## config.mk

```make
export PLATFORM = sky130hd
export DESIGN_NAME = cfg_access_ctrl
export DESIGN_NICKNAME = d
export VERILOG_FILES = /design/src/rtl/cfg_acc_pkg.sv /design/src/rtl/cfg_byte_bank.sv /design/src/rtl/cfg_busy_fsm.sv /design/src/rtl/cfg_access_ctrl.sv
export SDC_FILE = /design/constraint.sdc
export NUM_CORES = 1
export LEC_CHECK = 0
export BUFFER_PORTS_ARGS = -buffer_cell sky130_fd_sc_hd__buf_4
export CAP_MARGIN = 25
export CORE_MARGIN = 1.5
export CORE_UTILIZATION = 64
export CTS_BUF_LIST = sky130_fd_sc_hd__clkbuf_8
export DETAILED_ROUTE_END_ITERATION = 8
export PLACE_DENSITY_LB_ADDON = 0.05
export SYNTH_ARGS = -nofsm -noshare
export SYNTH_HDL_FRONTEND = slang
export SYNTH_SLANG_ARGS = --single-unit
export TNS_END_PERCENT = 5
```

## constraint.sdc

```tcl
create_clock -name clk -period 2 [get_ports clk]
set_input_delay 0.5 -clock clk [delete_from_list [all_inputs] [get_ports clk]]
set_output_delay 0.5 -clock clk [all_outputs]
set_load 0.05 [all_outputs]
```

## src/rtl/cfg_acc_pkg.sv

```systemverilog
package cfg_acc_pkg;
    typedef enum logic [2:0] {
        OP_NOP     = 3'd0,
        OP_PROGRAM = 3'd1,
        OP_VERIFY  = 3'd2,
        OP_PRELOAD = 3'd3,
        OP_SIG_RD  = 3'd4,
        OP_SIG_WR  = 3'd5,
        OP_SECURE  = 3'd6,
        OP_ERASE   = 3'd7
    } op_e;

    typedef enum logic {
        ST_IDLE,
        ST_BUSY
    } busy_st_e;
endpackage

```

## src/rtl/cfg_byte_bank.sv

```systemverilog
module cfg_byte_bank #(
    parameter int WORDS = 8,
    parameter int W     = 8,
    localparam int AW   = $clog2(WORDS)
) (
    input  logic          clk,
    input  logic          rst_n,
    input  logic          clr,
    input  logic          we,
    input  logic [AW-1:0] waddr,
    input  logic [W-1:0]  wdata,
    input  logic [AW-1:0] raddr,
    output logic [W-1:0]  rdata
);
    logic [WORDS-1:0][W-1:0] mem;

    for (genvar g = 0; g < WORDS; g++) begin : g_word
        always_ff @(posedge clk or negedge rst_n) begin
            if (!rst_n) begin
                mem[g] <= '0;
            end else if (clr) begin
                mem[g] <= '0;
            end else if (we && (waddr == AW'(g))) begin
                mem[g] <= wdata;
            end
        end
    end

    assign rdata = mem[raddr];
endmodule

```

## src/rtl/cfg_busy_fsm.sv

```systemverilog
module cfg_busy_fsm
    import cfg_acc_pkg::*;
#(
    parameter int CYCLES = 4,
    localparam int CW    = $clog2(CYCLES + 1)
) (
    input  logic clk,
    input  logic rst_n,
    input  logic start,
    output logic ready
);
    busy_st_e        state_q, state_d;
    logic [CW-1:0]   cnt_q, cnt_d;

    always_ff @(posedge clk or negedge rst_n) begin
        if (!rst_n) begin
            state_q <= ST_IDLE;
            cnt_q   <= '0;
        end else begin
            state_q <= state_d;
            cnt_q   <= cnt_d;
        end
    end

    always_comb begin
        state_d = state_q;
        cnt_d   = cnt_q;
        ready   = 1'b0;
        unique case (state_q)
            ST_IDLE: begin
                ready = 1'b1;
                if (start) begin
                    state_d = ST_BUSY;
                    cnt_d   = CW'(CYCLES - 1);
                end
            end
            ST_BUSY: begin
                if (cnt_q == '0) begin
                    state_d = ST_IDLE;
                end else begin
                    cnt_d = cnt_q - 1'b1;
                end
            end
        endcase
    end
endmodule

```

## src/rtl/cfg_access_ctrl.sv

```systemverilog
module cfg_access_ctrl
    import cfg_acc_pkg::*;
#(
    parameter int FUSE_WORDS  = 16,
    parameter int DATA_W      = 8,
    parameter int BUSY_CYCLES = 4,
    localparam int AW         = $clog2(FUSE_WORDS)
) (
    input  logic              clk,
    input  logic              rst_n,
    input  logic [2:0]        cmd,
    input  logic [AW-1:0]     addr,
    input  logic [DATA_W-1:0] wdata,
    input  logic              strobe,
    output logic [DATA_W-1:0] rdata,
    output logic              ready,
    output logic              denied,
    output logic [DATA_W-1:0] preload_q
);
    localparam int SIG_BYTES = 8;
    localparam int SAW       = $clog2(SIG_BYTES);

    op_e               op;
    logic              accept;
    logic              sec_q;
    logic [DATA_W-1:0] fuse_rd, sig_rd;
    logic [DATA_W-1:0] rdata_d, preload_d;
    logic              deny_d, sec_d;
    logic              fuse_we, sig_we, wipe, busy_start;

    assign op     = op_e'(cmd);
    assign accept = strobe && ready;

    always_comb begin
        rdata_d    = '0;
        deny_d     = 1'b0;
        sec_d      = sec_q;
        preload_d  = preload_q;
        fuse_we    = 1'b0;
        sig_we     = 1'b0;
        wipe       = 1'b0;
        busy_start = 1'b0;
        if (accept) begin
            unique case (op)
                OP_NOP: ;
                OP_PROGRAM: begin
                    fuse_we    = 1'b1;
                    busy_start = 1'b1;
                end
                OP_VERIFY: begin
                    if (sec_q) deny_d  = 1'b1;
                    else       rdata_d = fuse_rd;
                end
                OP_PRELOAD: begin
                    if (sec_q) deny_d    = 1'b1;
                    else       preload_d = wdata;
                end
                OP_SIG_RD: rdata_d = sig_rd;
                OP_SIG_WR: sig_we  = 1'b1;
                OP_SECURE: sec_d   = 1'b1;
                OP_ERASE: begin
                    wipe       = 1'b1;
                    sec_d      = 1'b0;
                    preload_d  = '0;
                    busy_start = 1'b1;
                end
            endcase
        end
    end

    always_ff @(posedge clk or negedge rst_n) begin
        if (!rst_n) begin
            sec_q     <= 1'b0;
            rdata     <= '0;
            denied    <= 1'b0;
            preload_q <= '0;
        end else begin
            sec_q     <= sec_d;
            denied    <= deny_d;
            preload_q <= preload_d;
            if (accept) rdata <= rdata_d;
        end
    end

    cfg_byte_bank #(.WORDS(FUSE_WORDS), .W(DATA_W)) i_fuses (
        .clk(clk), .rst_n(rst_n), .clr(wipe), .we(fuse_we),
        .waddr(addr), .wdata(wdata), .raddr(addr), .rdata(fuse_rd)
    );

    cfg_byte_bank #(.WORDS(SIG_BYTES), .W(DATA_W)) i_sig (
        .clk(clk), .rst_n(rst_n), .clr(wipe), .we(sig_we),
        .waddr(addr[SAW-1:0]), .wdata(wdata), .raddr(addr[SAW-1:0]), .rdata(sig_rd)
    );

    cfg_busy_fsm #(.CYCLES(BUSY_CYCLES)) i_busy (
        .clk(clk), .rst_n(rst_n), .start(busy_start), .ready(ready)
    );
endmodule

```

==> results of run 1 <==
[flip-flops by register name, summed over array words and instances, names as in the netlist]
register and flops:
i_busy.cnt_q 3, sec_q 1, i_busy.state_q 1, rdata 8, preload_q 8, denied 1, i_fuses.mem 128, i_sig.mem 64
[cells by family (layout without fill, tap and decap cells)]
kind of cell / after synthesis / in the layout
fa+ha+maj: 2 / 2
xor+xnor: 1 / 1
buf+inv: 107 / 189
compound gates: 145 / 145
simple gates: 282 / 282
flops: 214 / 214
mux: 188 / 188
[cell usage in the layout (no fill, tap or decap), drive strengths merged, types with 5 or more instances in the layout]
cell type  netlist  routed
o21ai           91      91
mux2i          171     171
inv             26      40
nand4           16      16
dfrtp          214     214
nand3           95      95
buf             65     102
mux4            16      16
nor2            72      72
a32oi            7       7
a22oi           33      33
nand2           68      68
nor2b            6       6
and2             5       5
clkbuf          16      43
[cell type report]
class                           count  area, um^2  share of cell area
Tap cell                          216         270              0.0229
Multi-Input combinational cell    618        4400               0.373
Sequential cell                   214        5360               0.454
Inverter                           26        97.6             0.00828
Clock inverter                     17        72.6             0.00616
Timing Repair Buffer              104        1010              0.0861
Clock buffer                       42         578              0.0490
[worst paths after layout]
kind	startpoint	to	slack [ps]	cells past startpoint
max	i_busy.state_q	i_fuses.mem[52]	130	4
min	wdata[0]	preload_q[0]	290	3
max reg2reg	i_busy.state_q	i_fuses.mem[52]	130	4
min reg2reg	preload_q[3]	preload_q[3]	480	2
max in group asynchronous	rst_n	i_fuses.mem[21]	870	3
min in group asynchronous	rst_n	preload_q[3]	500	2
[routing by layer]
layer,global-route usage,routed length [um]
met5,0,0
met4,0.167,1220
met3,0.0566,1540
met2,0.522,12700
met1,0.448,11100
[per-stage QoR]
step,utilization,cells
after floorplan,-,939
after global placement,0.703,1177
after detailed placement,0.703,1177
after CTS,0.745,1237
after global routing,0.745,1237
final,0.745,1237
[worst max-delay path, cell delays in order (launching register included)]
cell and delay [ps]:
dfrtp_1 420, and3b_1 410, and4b_1 440, nand2_2 260, mux2i_1 250
[repair_timing]
| action | 4_1_cts | 5_1_grt |
|---|---|---|
| endpoints found under the hold margin | 46 | 0 |
| buffers inserted | 0 | 0 |
| hold buffers | 1 | 0 |
[where the power goes]
part	switching (uW)	leakage [uW]	internal (uW)	total [uW]
clock network	1700	0.000381	1890	3590
logic	1350	0.00271	839	2190
registers	327	0.00290	4890	5220
total	3380	0.00599	7620	11000
==> flow_summary.ini, run 1 <==
[status]
outcome = complete, no violations

[setup_path]
start_kind = flip-flop
path_class = flip-flop to flip-flop
critPathRequiredTime_ps = 2440
crit_fanout = 8
arrival_ps = 2310
end_kind = flip-flop

[floorplan]
die_h_um = 130
dieWidth_um = 130
io_pins = 36
core-area_um2 = 15800
start_util = 0.654
num_rows = 46
dieArea_um2 = 17000

[drt]
vias = 7650
firstDrtPassIters = 5
viasPerCell = 6.18
drc = 0
ant_nets = 0
wire_per_inst_um = 21.5
routed_wl_um = 26600
drtIter0Drc = 722

[yosys]
synth_area_leader_cell = dfrtp_1
ys_types = 46
post-synth-top-count-cell = dfrtp_1
syn_nets = 959
synth_area_um2 = 10400
synth_compound_gate_area_share = 0.0866
ys.flop_type = dfrtp_1
synth_top_family_by_area = multiplexers
syn-instance-count = 939
ys_top_cells_by_area = dfrtp_1 (52%), mux2i_1 (17%), nand3_1 (4.6%)
synthXorXnorAreaFrac = 0.000846
syn_area_per_cell_um2 = 11.0
synth_warnings = 0
synthSimpleGateAreaFrac = 0.133
async_flop_share = 1.00
synth_edf_count = 0
synth_top_area_share = 0.517
ys_ff_latch = 214
yosys-top-cells-count = dfrtp_1 (214), mux2i_1 (171), nand3_1 (95)
synth_fa_ha_area_frac = 0.00242
synth-seq-area-share = 0.517
synthMuxAreaShare = 0.201

[clock_tree]
clk-insertion-delay-late_ps = 530
clockBufferDepth = 3
numCtsBuffers = 36
cts_resized = 0
cts.sinks = 214
clockRootBuffer = clkbuf_8
cts_tree = built
clk_pin_slew_ps = 60
cts_htree_levels = 2

[global_route]
grt_overflow = 0
grt_max_degree = 66
antenna_found_initial = 0
grt_pass1_vias = 7747
track_usage = 0.332
grt_first_pass_wirelength_um = 42200

[layout]
diodes = 0
n_fill_cell = 1108
design_area_um2 = 11800
layout.nets = 1020
drive_gt1_frac = 0.184
area_delta_synth_final_pct = 13.8

[power_and_ir_drop]
power.total_uw = 11000
power-per-cell-area_nw_per_um2 = 934
ir_worst_vdd_v = 0.000753
leakage_uw = 0.00599

[timing]
post-route-period-util = 0.937
fmax_mhz = 534
finalClockSkew_ps = 22.2
hold_viol_final = 0
tightest_slew_ps = 623
fin_ws_ps = 126
min_period_ps = 1870
slew_viol_final = 0
whs_ps = 295
slew_headroom = 0.580
finalSetupTns_ps = 0
setup_viol = 0
rsz0062_at_grt = no

[job]
drv_cap = 0

[placement]
place_ws_ps = -122
gp_congestion = 0.886
place_hpwl_um = 17900
place_area_um2 = 11100
port_buffers = 35

[hold_path]
hold_path_class = input port to flip-flop
Note: power is estimated with default switching activity, not from simulation.
==> run 2: changes to the inputs <==
--- a/config.mk
+++ b/config.mk
@@ -7,7 +7,7 @@
 export LEC_CHECK = 0
 export BUFFER_PORTS_ARGS = -buffer_cell sky130_fd_sc_hd__buf_4
 export CAP_MARGIN = 25
-export CORE_MARGIN = 1.5
+export CORE_MARGIN = 2
 export CORE_UTILIZATION = 64
 export CTS_BUF_LIST = sky130_fd_sc_hd__clkbuf_8
 export DETAILED_ROUTE_END_ITERATION = 8
==> flow_summary.ini, run 2 (same netlist as run 1, synthesis figures left out) <==
[setup_path]
cp-startpoint = i_busy.state_q
critPathRequiredTime_ps = 2390
start_kind = flip-flop
reg2reg_from = i_busy.state_q
end_kind = flip-flop
arrival_ps = 2210
crit_fanout = 8
path_class = flip-flop to flip-flop

[timing]
min_period_ps = 1830
tightest_slew_ps = 435
finalClockSkew_ps = 17.3
slew_headroom = 0.707
post-route-period-util = 0.913
finalSetupTns_ps = 0
hold_viol_final = 0
fin_ws_ps = 173
slew_viol_final = 0
rsz0062_at_grt = no
setup_viol = 0
fmax_mhz = 547

[drt]
vias = 7690
drc = 0
firstDrtPassIters = 5
drtIter0Drc = 636
wire_per_inst_um = 21.4
ant_nets = 0
viasPerCell = 6.26
routed_wl_um = 26300

[layout]
n_fill_cell = 1110
layout.nets = 1014
regMostFlops = i_fuses.mem
multi_input_area_um2 = 4400
area_delta_synth_final_pct = 13.2
largest_reg_flops = 128
diodes = 0
post-route-util = 0.741
area.sequential_um2 = 5360
final_cell_mix = dfrtp_1 (214), mux2i_1 (171), nand3_1 (95)
drive_gt1_frac = 0.180
final_common_cell = dfrtp_1
top_regs = i_fuses.mem: 128 flops, i_sig.mem: 64 flops

[placement]
place_hpwl_um = 17700
place_ws_ps = -47.4
port_buffers = 35
gp_congestion = 0.914

[global_route]
track_usage = 0.314
grt_first_pass_wirelength_um = 42900
grt_max_degree = 93
grt_overflow = 0
grt_pass1_vias = 7943
antenna_found_initial = 0

[hold_path]
hold_path_class = input port to flip-flop
min_from = cmd[1]

[floorplan]
start_util = 0.654
dieWidth_um = 131
dieArea_um2 = 17200
num_rows = 46
io_pins = 36
core-area_um2 = 15800
die_h_um = 131

[clock_tree]
cts_htree_levels = 2
clockBufferDepth = 3
cts_resized = 0
clockRootBuffer = clkbuf_8
cts_tree = built
numCtsBuffers = 37
clk_pin_slew_ps = 60
cts.sinks = 214
clk-insertion-delay-late_ps = 520

[status]
outcome = complete, no violations

[power_and_ir_drop]
ir_worst_vdd_v = 0.000802
leakage_uw = 0.00596
power-per-cell-area_nw_per_um2 = 948

[job]
drv_cap = 0
-- run 2: changes by cell type in the layout (fill, tap and decap cells not counted) --
cell,previous run,this run
clkinvlp_4,2,1
buf_4,84,80
bufinv_16,0,1
clkbuf_8,43,44
inv_1,40,38
buf_12,18,15
-- run 2: timing repair --
action / 4_1_cts / 5_1_grt
endpoints found under the hold margin: 43 / 0
setup buffers: 0 / 0
hold buffers: 1 / 0
-- run 2: final cells by class --
class                           count  area share
Multi-Input combinational cell    618       0.375
Sequential cell                   214       0.457
Clock inverter                     15     0.00747
Inverter                           26     0.00832
Timing Repair Buffer               97      0.0789
Clock buffer                       43      0.0505
Tap cell                          216      0.0230
-- run 2: final timing paths --
| kind | end | slack (ps) | cells past startpoint |
|---|---|---|---|
| min in group asynchronous | i_fuses.mem[96] | 530 | 2 |
| max in group asynchronous | i_sig.mem[42] | 820 | 3 |
| worst max register to register | i_sig.mem[35] | 170 | 5 |
| worst min-delay path | sec_q | 300 | 3 |
| worst min register to register | preload_q[1] | 480 | 2 |
| worst max-delay path | i_sig.mem[35] | 170 | 5 |
-- run 2: layer usage --
| metal | wire length [um] | share of wire | track usage | up-vias |
|---|---|---|---|---|
| li1 | - | - | - | 3444 |
| met1 | 11100 | 0.42 | 0.423 | 3898 |
| met2 | 12600 | 0.48 | 0.505 | 282 |
| met3 | 1450 | 0.055 | 0.0552 | 66 |
| met4 | 1120 | 0.043 | 0.146 | 0 |
| met5 | 0 | 0 | 0 | - |
-- run 2: power breakdown --
| part | total [uW] | internal [uW] | leakage (uW) | switching, uW |
|---|---|---|---|---|
| combinational | 2170 | 816 | 0.00266 | 1350 |
| sequential | 5220 | 4890 | 0.00290 | 323 |
| clock | 3730 | 2060 | 0.000391 | 1680 |
| total | 11100 | 7770 | 0.00596 | 3350 |
-- run 2: per-stage QoR --
step	total power, uW	std cells	area, um^2	hold WS [ps]
2_1_floorplan	6670	939	10400	204
3_3_place_gp	7310	1170	11000	465
3_5_place_dp	7440	1170	11000	472
4_1_cts	11200	1229	11700	288
5_1_grt	11600	1229	11700	334
6_report	11100	1229	11700	298
-- run 2: worst max-delay path, cell delays in order, from the launching register on --
cell and delay, ps:
dfrtp_1 420, and3b_1 330, buf_4 200, nand4_2 350, mux2i_1 320, nor2_1 80
